[src/rtl/uid_pkg.sv]
package uid_pkg;
    typedef enum logic [2:0] {
        ST_IDLE = 3'd0,
        ST_ARM  = 3'd1,
        ST_READ = 3'd2,
        ST_DONE = 3'd3,
        ST_HOLD = 3'd4
    } uid_state_e;
endpackage

[src/rtl/uid_rst_qual.sv]
module uid_rst_qual #(
    parameter int MIN_CYC = 10
) (
    input  logic clk,
    input  logic rst_in,
    output logic rst_hit,
    output logic rst_pend
);
    localparam int CW = $clog2(MIN_CYC + 1);
    localparam logic [CW-1:0] MIN_V  = CW'(MIN_CYC);
    localparam logic [CW-1:0] LAST_V = CW'(MIN_CYC - 1);

    typedef struct packed {
        logic [CW-1:0] cnt;
    } rq_regs_t;

    rq_regs_t r_q, r_d;

    always_comb begin
        r_d = r_q;
        if (!rst_in)
            r_d.cnt = '0;
        else if (r_q.cnt != MIN_V)
            r_d.cnt = r_q.cnt + 1'b1;
    end

    always_ff @(posedge clk) begin
        r_q <= r_d;
    end

    assign rst_hit  = rst_in && (r_q.cnt >= LAST_V);
    assign rst_pend = rst_in && !rst_hit;

    // qualification always follows a cycle in which the reset was still being counted
    p_hit_after_count_r3: assert property (@(posedge clk) disable iff (!rst_in)
        $rose(rst_hit) |-> $past(rst_pend));
endmodule

[src/rtl/uid_trig_qual.sv]
module uid_trig_qual #(
    parameter int MIN_HIGH = 3
) (
    input  logic clk,
    input  logic clr,
    input  logic trig_in,
    output logic trig_lvl,
    output logic start
);
    localparam int CW = $clog2(MIN_HIGH + 1);
    localparam logic [CW-1:0] MIN_V = CW'(MIN_HIGH);

    typedef struct packed {
        logic          s1;
        logic          s2;
        logic [CW-1:0] cnt;
    } tq_regs_t;

    tq_regs_t r_q, r_d;

    always_comb begin
        r_d    = r_q;
        r_d.s1 = trig_in;
        r_d.s2 = r_q.s1;
        if (clr || !r_q.s2)
            r_d.cnt = '0;
        else if (r_q.cnt != MIN_V)
            r_d.cnt = r_q.cnt + 1'b1;
    end

    always_ff @(posedge clk) begin
        r_q <= r_d;
    end

    assign trig_lvl = r_q.s2;
    assign start    = !r_q.s2 && (r_q.cnt == MIN_V);

    // an accepted fall is preceded by three high synchronized samples (default minimum)
    p_fall_after_high_r5: assert property (@(posedge clk) disable iff (clr)
        start |-> ($past(r_q.s2, 1) && $past(r_q.s2, 2) && $past(r_q.s2, 3)));
endmodule

[src/rtl/uid_shifter.sv]
module uid_shifter #(
    parameter int W = 64
) (
    input  logic         clk,
    input  logic         clr,
    input  logic         en,
    input  logic         vld,
    input  logic         bit_in,
    output logic         done,
    output logic [W-1:0] word
);
    localparam int CW = $clog2(W);
    localparam logic [CW-1:0] LAST_V = CW'(W - 1);

    typedef struct packed {
        logic [W-1:0]  sh;
        logic [CW-1:0] cnt;
    } sh_regs_t;

    sh_regs_t r_q, r_d;

    always_comb begin
        r_d = r_q;
        if (clr || !en) begin
            r_d.sh  = '0;
            r_d.cnt = '0;
        end else if (vld) begin
            r_d.sh  = {r_q.sh[W-2:0], bit_in};
            r_d.cnt = r_q.cnt + 1'b1;
        end
    end

    always_ff @(posedge clk) begin
        r_q <= r_d;
    end

    assign done = en && vld && (r_q.cnt == LAST_V);
    assign word = {r_q.sh[W-2:0], bit_in};

    // with the transfer disabled the bit count cannot advance
    p_count_idle_r12: assert property (@(posedge clk) disable iff (clr)
        (!en && !$past(en)) |-> (r_q.cnt == '0));
endmodule

[src/rtl/uid_readout.sv]
module uid_readout #(
    parameter int ID_W       = 64,
    parameter int RST_MIN    = 10,
    parameter int TRIG_MIN   = 3,
    parameter bit AUTO_START = 1'b0
) (
    input  logic            clk,
    input  logic            rst_in,
    input  logic            read_trig,
    input  logic            fuse_bit,
    input  logic            fuse_bit_vld,
    output logic            fuse_req,
    output logic [ID_W-1:0] chip_id,
    output logic            id_valid
);
    import uid_pkg::*;

    typedef struct packed {
        uid_state_e      state;
        logic [ID_W-1:0] id;
        logic            valid;
    } top_regs_t;

    top_regs_t r_q, r_d;

    logic            rst_hit, rst_pend;
    logic            trig_lvl, trig_start;
    logic            sh_done;
    logic [ID_W-1:0] sh_word;
    logic            in_read;

    uid_rst_qual #(.MIN_CYC(RST_MIN)) u_rq (
        .clk     (clk),
        .rst_in  (rst_in),
        .rst_hit (rst_hit),
        .rst_pend(rst_pend)
    );

    uid_trig_qual #(.MIN_HIGH(TRIG_MIN)) u_tq (
        .clk     (clk),
        .clr     (rst_hit),
        .trig_in (read_trig),
        .trig_lvl(trig_lvl),
        .start   (trig_start)
    );

    assign in_read = (r_q.state == ST_READ) && !rst_hit;

    uid_shifter #(.W(ID_W)) u_sh (
        .clk   (clk),
        .clr   (rst_hit),
        .en    (in_read),
        .vld   (fuse_bit_vld),
        .bit_in(fuse_bit),
        .done  (sh_done),
        .word  (sh_word)
    );

    always_comb begin
        r_d = r_q;
        if (rst_hit) begin
            r_d.state = ST_HOLD;
            r_d.id    = '0;
            r_d.valid = 1'b0;
        end else begin
            unique case (r_q.state)
                ST_IDLE: if (!AUTO_START && trig_lvl) r_d.state = ST_ARM;
                ST_ARM: begin
                    if (trig_start)     r_d.state = ST_READ;
                    else if (!trig_lvl) r_d.state = ST_IDLE;
                end
                ST_READ: begin
                    if (sh_done) begin
                        r_d.id    = sh_word;
                        r_d.valid = 1'b1;
                        r_d.state = ST_DONE;
                    end
                end
                ST_DONE: r_d.state = ST_DONE;
                ST_HOLD: if (!rst_in) r_d.state = AUTO_START ? ST_READ : ST_IDLE;
                default: r_d.state = ST_IDLE;
            endcase
        end
    end

    always_ff @(posedge clk) begin
        r_q <= r_d;
    end

    assign fuse_req = (r_q.state == ST_READ);
    assign chip_id  = r_q.id;
    assign id_valid = r_q.valid;

    // a qualified reset clears every output on the next cycle
    p_clear_on_hit_r3: assert property (@(posedge clk) disable iff (rst_pend)
        rst_hit |=> (!id_valid && chip_id == '0 && !fuse_req));
    // a loaded identifier is held until a qualified reset
    p_hold_id_r9: assert property (@(posedge clk) disable iff (rst_pend)
        (id_valid && !rst_hit) |=> (id_valid && $stable(chip_id)));
    // the request is never active alongside a valid identifier
    p_req_excl_valid_r8: assert property (@(posedge clk) disable iff (rst_pend)
        fuse_req |-> !id_valid);
    // no partial value is visible before the flag
    p_zero_until_valid_r7: assert property (@(posedge clk) disable iff (rst_pend)
        !id_valid |-> (chip_id == '0));
    // the flag rises only at the end of a transfer
    p_rise_from_read_r7: assert property (@(posedge clk) disable iff (rst_pend)
        $rose(id_valid) |-> $past(fuse_req));
    // leaving the held reset starts a read exactly in automatic mode
    p_release_start_r10: assert property (@(posedge clk) disable iff (rst_pend)
        (r_q.state == ST_HOLD && !rst_in) |=> (fuse_req == AUTO_START));
endmodule

[config.mk]
export PLATFORM = sky130hd
export DESIGN_NAME = uid_readout
export DESIGN_NICKNAME = d
export VERILOG_FILES = /design/src/rtl/uid_pkg.sv /design/src/rtl/uid_rst_qual.sv /design/src/rtl/uid_trig_qual.sv /design/src/rtl/uid_shifter.sv /design/src/rtl/uid_readout.sv
export SDC_FILE = /design/constraint.sdc
export NUM_CORES = 1
export LEC_CHECK = 0
export BUFFER_PORTS_ARGS = -buffer_cell sky130_fd_sc_hd__clkbuf_2
export CORE_MARGIN = 8
export CORE_UTILIZATION = 58
export CTS_CLUSTER_DIAMETER = 40
export DETAILED_ROUTE_END_ITERATION = 10
export PLACE_DENSITY_LB_ADDON = 0.05
export SLEW_MARGIN = 10
export SYNTH_ARGS = -nofsm -noshare
export SYNTH_HDL_FRONTEND = slang
export SYNTH_SLANG_ARGS = --single-unit
[constraint.sdc]
create_clock -name clk -period 2.2 [get_ports clk]
set_input_delay 0.33 -clock clk [delete_from_list [all_inputs] [get_ports clk]]
set_output_delay 0.33 -clock clk [all_outputs]
set_load 0.03 [all_outputs]
* After elaboration in Yosys (flattened, before gate mapping) *
Index checks and enable logic that the tools add are counted.

storage, ports and cells
  word-level logic and storage cells = 44
  register bits after elaboration = 145

operators by class
  equal/unequal tests = 12
  magnitude comparators = 1
  reductions and logical operators = 13
  muxes and demuxes = 6
  add/subtract/negate cells = 3

operators by type and width
  cell                   count
  $mux W68               1
  $pmux W3 S5            1
  $mux W3                4
  $add A6 B1 Y6 const B  1
  $eq A3 B2 Y1 const B   2
  $eq A6 B6 Y1 const B   1
  $logic_and A1 B1 Y1    5
  $add A4 B1 Y4 const B  1
  $ge A4 B4 Y1 const B   1
  $ne A2 B1 Y1 const B   2
  $ne A2 B2 Y1 const B   2
  $ne A4 B4 Y1 const B   1
  $reduce_and A4 Y1      1
  $eq A3 B1 Y1 const B   1
  $eq A3 B3 Y1 const B   1
  $logic_not A1 Y1       3
  $logic_not A3 Y1       1
  $ne A3 B3 Y1 const B   1
  $add A2 B1 Y2 const B  1
  $eq A2 B2 Y1 const B   1
  $logic_or A1 B1 Y1     2
  $reduce_and A2 Y1      1

* Longest topological paths before layout *
Gate-level depths: netlist of run 1.

  word-level depth = 8
  depth in mapped cells = 7

* Modules after synthesis *
Synthesis of run 1 repeated with hierarchy kept, for this count alone.

second synthesis, totals
  cell total of the unflattened synthesis = 691
  area, all modules = 6906.6 um2

by module, submodules not included
  module         sequential area each (um2)  area each (um2)  cells each  times used
  uid_readout    1361.3                      3554.7           357         1
  uid_shifter    1381.3                      2967.8           296         1
  uid_rst_qual   80.1                        252.7            27          1
  uid_trig_qual  80.1                        131.4            11          1

* Worst setup path before layout of run 1 *
OpenSTA, ideal clock, no wires.

  path type = flip-flop to flip-flop
  start point = register u_sh.r_q[0] (netlist bit)
  end point = register r_q, in the netlist chip_id[18]
  setup time = 0.072 ns
  path slack = 0.656 ns
  cell stages (with the launch flop) = 7
  data required time = 2.128 ns
  data arrival time = 1.473 ns
  cell sequence = dfxtp_1 ha_1 nand4_2 nor4_4 buf_6 buf_12 mux2i_1

between the ends
  word-level cells in the longest chain between the ends = 3

RTL lines
  what                         line               RTL
  start, declared              uid_shifter.sv:20  sh_regs_t r_q, r_d;
  start signal, assigned       uid_shifter.sv:34  r_q <= r_d;
  $eq A6 B6 Y1                 uid_shifter.sv:37  assign done = en && vld && (r_q.cnt == LAST_V);
  $logic_and A1 B1 Y1          uid_shifter.sv:37
  $reduce_and A2 Y1 (no line)  n/a
  end signal, assigned         uid_readout.sv:87  r_q <= r_d;
  end, declared                uid_readout.sv:24  top_regs_t r_q, r_d;

No other way between the ends.
A chain may end at the register's enable or synchronous reset.

* Worst setup path after layout of run 1 *
  start point = register r_q[67] (netlist bit)
  end point = output port fuse_req

between the ends
  word-level cells in the longest chain between the ends = 1

RTL lines
  what           line               RTL
  $eq A3 B2 Y1   uid_readout.sv:90  assign fuse_req = (r_q.state == ST_READ);
  end, declared  uid_readout.sv:12  output logic fuse_req,

No other way between the ends.

==> results of run 1 <==
[final timing paths]
path               startpoint       endpoint  slack, ns  depth (start not counted)
setup / recovery      r_q[67]       fuse_req       0.33                          2
hold / removal       fuse_bit   u_sh.word[1]       0.09                          3
setup reg to reg  u_rq.r_q[0]  u_sh.word[33]       0.34                          6
hold reg to reg   u_tq.r_d[2]  u_tq.trig_lvl       0.33                          0
[routing by layer]
metal | wire [um] | GRT usage
met5 | 0 | 0
met4 | 79 | 0.0500
met3 | 425 | 0.0490
met2 | 5120 | 0.263
met1 | 5250 | 0.177
[flip-flops by register name (all words and copies together), names as in the netlist]
register / cells
u_sh.word: 63
id_valid: 1
u_rq.r_q: 4
chip_id: 64
u_tq.trig_lvl: 1
u_sh.r_q: 6
u_tq.r_q: 2
r_q: 3
u_tq.r_d: 1
[stage by stage]
stage	area, sq um	hold slack [ns]	power, mW	cells
final	6750	0.0908	6.01	774
after global routing	6750	0.0937	6.27	774
after CTS	6750	0.0809	6.08	774
after detailed placement	6190	0.319	3.43	741
after global placement	6190	0.313	3.41	741
after floorplan	6300	0.310	3.27	636
[synthesized netlist by cell type (2+ instances only)]
| cell type | count | area, sq um |
|---|---|---|
| xnor2_1 | 3 | 26.3 |
| nor3_1 | 3 | 15.0 |
| buf_4 | 65 | 488 |
| nand2b_1 | 2 | 12.5 |
| nor3b_2 | 2 | 25.0 |
| mux2i_1 | 130 | 1300 |
| ha_1 | 6 | 75.1 |
| buf_2 | 26 | 130 |
| inv_1 | 3 | 11.3 |
| and2_1 | 2 | 12.5 |
| xor2_1 | 4 | 35.0 |
| nand2_1 | 6 | 22.5 |
| o21ai_0 | 85 | 425 |
| o21ai_1 | 44 | 220 |
| clkbuf_1 | 16 | 60.1 |
| buf_6 | 2 | 22.5 |
| nand3b_1 | 2 | 15.0 |
| nor2_1 | 70 | 263 |
| dfxtp_1 | 145 | 2900 |
| buf_12 | 5 | 100 |
[cell families after synthesis]
group	Yosys count	synth area share
AND/OR/NAND/NOR	96	0.0723
XOR/XNOR	7	0.00974
buffers and inverters	117	0.129
multiplexers	130	0.207
adder cells (fa/ha/maj)	6	0.0119
flip-flops	145	0.461
AO/OA/AOI/OAI	135	0.109
[worst max-delay path, cell delays in order (launching register included)]
cell,delay [ns]
dfxtp_1,0.38
nor3b_2,0.38
clkbuf_2,0.28
[power groups by stage]
stage          logic [mW]  clock network, mW  registers [mW]
6_report            0.637               2.65            2.73
5_1_grt             0.694               2.84            2.73
4_1_cts             0.646               2.71            2.73
3_5_place_dp        0.643                  0            2.78
3_3_place_gp        0.631                  0            2.78
2_1_floorplan       0.498                  0            2.77
[layout make-up]
| type | instances | area, sq um |
|---|---|---|
| flip-flops and latches | 145 | 2900 |
| inverters | 3 | 11.3 |
| fillers | 917 | 3950 |
| well taps | 140 | 175 |
| repair buffers | 80 | 505 |
| multi-input cells | 374 | 2600 |
| clock buffers | 26 | 468 |
| clock inverters | 6 | 80.1 |
==> flow_summary_export.csv, run 1 <==
group,metric,value,unit
worst_setup_path,worstPathRequired,1.87,ns
timing,fmax,535,MHz
worst_setup_path,endpoint_kind,"output port",
place,gp_congestion,0.748,
pwr,leakagePower,2.66,nW
global_route,grt_overflow,0,
detailed_routing,drcViolationCount,0,
finish,final_nets,632,
floorplanning,die_area,14400,sq um
pwr,clkPwrFrac,0.441,
timing,slew_viol_final,0,
floorplanning,die_h,120,um
timing,fin_crit_sh,0.849,
clock_tree,cts_setup_buffers,0,
yosys,ys_seq_area_frac,0.461,
finish,final_common_cell,"dfxtp_1",
clock_tree,insertion_delay,0.51,ns
pwr,power_frac_comb,0.106,
floorplanning,die_x,120,um
worst_setup_path,path_max_fanout,5,
detailed_routing,vias,4077,
timing,tns,0,ns
pwr,intPower,4.55,mW
job,maxCapViolations,0,
global_route,antenna_found_initial,0,
yosys,ys_warn_count,0,
pwr,power_density,891,nW/um^2
clock_tree,cts_root_buf,"clkbuf_8",
clock_tree,path_clk_slew,0.05,ns
pwr,irDropWorstVdd,0.000388,V
detailed_routing,drt_iter0_drc,236,
detailed_routing,routed_wl,10900,um
floorplanning,floorplan.rows,38,
pwr,p_switching,1.47,mW
global_route,grt_max_degree,131,
yosys,ys_types,35,
place,place_ws,0.345,ns
floorplanning,coreArea,10700,sq um
clock_tree,clk_path_buf_depth,2,
clock_tree,cts_hold_buf,1,
yosys,yosys_most_used_dff,"dfxtp_1",
detailed_routing,antenna_left,0,
pwr,seq_power_share,0.454,
finish,final_cell_mix,"dfxtp_1 (145), mux2i_1 (130), o21ai_0 (85)",
timing,relSlewSlack,0.592,
clock_tree,clock_sinks,145,
place,io_buffers,70,
yosys,ys_ff_latch,145,
finish,syn_to_final_growth,7.13,%
pwr,p_sw_frac,0.244,
timing,fin_ws,0.331,ns
timing,rsz0062_at_grt,"no",
global_route,grt_pass1_wl,18600,um
finish,n_antenna_cell,0,
floorplanning,pin_count,71,
worst_setup_path,path_class,"flip-flop to output port",
detailed_routing,drt-pass1-iter-count,5,
timing,hold_viol,0,
yosys,synthArstFlopShare,0,
timing,finClkSkew,0.00816,ns
yosys,synth_nets,647,
clock_tree,cts_tree,"built",
timing,worst_pin_slew,0.612,ns
yosys,synth_edf_count,0,
global_route,grt_usage,0.153,
detailed_routing,post_drt_wl_per_cell,14.0,um
run_status,status,"complete, no violations",
place,hpwl,6780,um
finish,final_util,0.631,
timing,setup_viol,0,
clock_tree,cts_resized,0,
yosys,synthCells,636,
global_route,grt_pass1_vias,4068,
worst_setup_path,worstPathArrival,1.54,ns
detailed_routing,via_per_inst,5.27,
yosys,syn_area,6300,sq um
floorplanning,start_util,0.589,
yosys,syn_avg_cell_area,9.90,sq um
clock_tree,cts-buffers-inserted,17,
timing,layout_min_cycle_time,1.87,ns
worst_hold_path,hp-class,"primary input to flip-flop",
worst_setup_path,cp-start-kind,"flip-flop",
finish,drive_gt1_frac,0.177,
clock_tree,cts-htree-levels,4,
Note: power is estimated with default switching activity, not from simulation.
==> run 2, diff against run 1 <==
==> constraint.sdc (replaced) <==
create_clock -name clk -period 1.8 [get_ports clk]
set_input_delay 0.27 -clock clk [delete_from_list [all_inputs] [get_ports clk]]
set_output_delay 0.27 -clock clk [all_outputs]
set_load 0.03 [all_outputs]
==> run 2 against run 1 <==
  * Core utilization is 1.4 points higher
  * Routed wire length is 0.20% higher
  * Via count about the same
  * Sequential share of layout area shrank 0.96 points
  * First-iteration DRC count grew 8.1%
  * Cell area rose by 2.3%
  * Clock-buffer cell count fell by 6
  * Hold slack lost 0.059 ns
  * Clock skew shrank 0.0012 ns
  * Combinational power increased by 30%
  * Critical path depth grew 5
  * Non-clock buffer count grew 10
  * Largest cell class unchanged
==> flow_summary_export.csv, run 2 (same netlist as run 1, synthesis figures left out) <==
group,metric,value,unit
run_status,status,"complete, no violations",
worst_setup_path,worstPathRequired,2.25,ns
pwr,power_density,1120,nW/um^2
detailed_routing,drt_iter0_drc,255,
detailed_routing,drt-pass1-iter-count,4,
floorplanning,coreArea,10700,sq um
clock_tree,path_clk_slew,0.06,ns
floorplanning,die_area,14400,sq um
finish,n_antenna_cell,0,
clock_tree,insertion_delay,0.52,ns
finish,n_fill_cell,923,
detailed_routing,routed_wl,10900,um
timing,worst_pin_slew,0.486,ns
finish,multi_input_area,2610,sq um
global_route,grt_usage,0.156,
worst_hold_path,hp-class,"primary input to flip-flop",
timing,fin_crit_sh,0.940,
floorplanning,die_h,120,um
floorplanning,die_x,120,um
detailed_routing,vias,4079,
global_route,grt_overflow,0,
timing,finClkSkew,0.00692,ns
worst_setup_path,path_max_fanout,62,
timing,fin_ws,0.108,ns
detailed_routing,post_drt_wl_per_cell,13.9,um
timing,setup_viol,0,
place,place_ws,0.00649,ns
pwr,p_total,7.72,mW
timing,hold_viol,0,
timing,layout_min_cycle_time,1.69,ns
finish,final_common_cell,"dfxtp_1",
clock_tree,cts-buffers-inserted,17,
worst_setup_path,endpoint_kind,"flip-flop",
floorplanning,floorplan.rows,38,
clock_tree,cts-htree-levels,4,
clock_tree,clock_sinks,145,
finish,final_nets,642,
global_route,grt_max_degree,71,
place,hpwl,6730,um
floorplanning,start_util,0.589,
pwr,irDropWorstVdd,0.000609,V
place,gp_congestion,0.704,
finish,seq_area,2900,sq um
clock_tree,cts_tree,"built",
finish,syn_to_final_growth,9.58,%
timing,relSlewSlack,0.676,
timing,slew_viol_final,0,
job,maxCapViolations,0,
clock_tree,clk_path_buf_depth,2,
finish,drive_gt1_frac,0.200,
detailed_routing,drcViolationCount,0,
place,io_buffers,70,
finish,largest_register_ffs,64,
timing,rsz0062_at_grt,"yes",
worst_setup_path,cp-start-kind,"flip-flop",
pwr,leakagePower,2.73,nW
worst_setup_path,path_class,"flip-flop to flip-flop",
detailed_routing,antenna_left,0,
worst_setup_path,worstPathArrival,2.14,ns
finish,final_cell_mix,"dfxtp_1 (145), mux2i_1 (130), o21ai_0 (85)",
timing,fmax,591,MHz
global_route,grt_pass1_vias,4026,
global_route,grt_pass1_wl,18600,um
floorplanning,pin_count,71,
clock_tree,cts_root_buf,"clkbuf_8",
timing,tns,0,ns
global_route,antenna_found_initial,0,
detailed_routing,via_per_inst,5.20,
## run 2: changes by cell type in the layout (fill, tap and decap cells not counted), moves of 2 or more
cell	previous run	this run
clkinv_2	4	2
clkbuf_1	7	0
buf_4	4	13
clkinvlp_4	0	4
clkinv_4	0	2
## run 2: power by group
group | internal, mW | total [mW] | switching [mW]
registers | 3.27 | 3.34 | 0.0618
clock network | 2.22 | 3.56 | 1.33
logic | 0.289 | 0.828 | 0.539
## run 2: worst paths after layout
path	cells after the start	endpoint	slack, ns	from
max	7	chip_id[39]	0.11	u_rq.r_q[1]
min reg2reg	0	u_tq.trig_lvl	0.33	u_tq.r_d[2]
max reg2reg	7	chip_id[39]	0.11	u_rq.r_q[1]
min	3	u_sh.word[1]	0.03	fuse_bit
## run 2: stage by stage
step           hold slack [ns]  cell area, sq um  instances   util
2_1_floorplan            0.298              6300        636      -
3_3_place_gp             0.312              6220        745  0.581
3_5_place_dp             0.317              6220        745  0.581
4_1_cts                 0.0155              6870        781  0.642
5_1_grt                 0.0565              6900        784  0.645
6_report                0.0314              6900        784  0.645
## run 2: repair_timing
| action | 4_1_cts | 5_1_grt |
|---|---|---|
| buffers inserted | 3 | 2 |
| resized for setup | 1 | 2 |
| endpoints found under the hold margin | 1 | 0 |
| setup endpoints to repair | 3 | 63 |
| hold buffers | 1 | 0 |
| pin swaps | 1 | 1 |
| cloned | 0 | 1 |
## run 2: routing by layer
metal  track usage  up-vias  part of all wire
met5             0        -                 0
met4        0.0609        0             0.010
li1              -     2103                 -
met3        0.0569        8             0.051
met2         0.255       71              0.46
met1         0.183     1897              0.48
## run 2: layout make-up
| class | count | share of cell area |
|---|---|---|
| well taps | 140 | 0.0254 |
| clock inverters | 12 | 0.0227 |
| multi-input cells | 374 | 0.378 |
| flip-flops and latches | 145 | 0.421 |
| clock buffers | 20 | 0.0660 |
| repair buffers | 90 | 0.0854 |
| inverters | 3 | 0.00163 |
## run 2: worst max-delay path, cell delays in order (launching register included)
cell and delay, ns:
dfxtp_1 0.40, inv_1 0.08, ha_1 0.21, nor3b_4 0.21, buf_4 0.18, buf_12 0.24
o21ai_0 0.11, mux2i_1 0.15
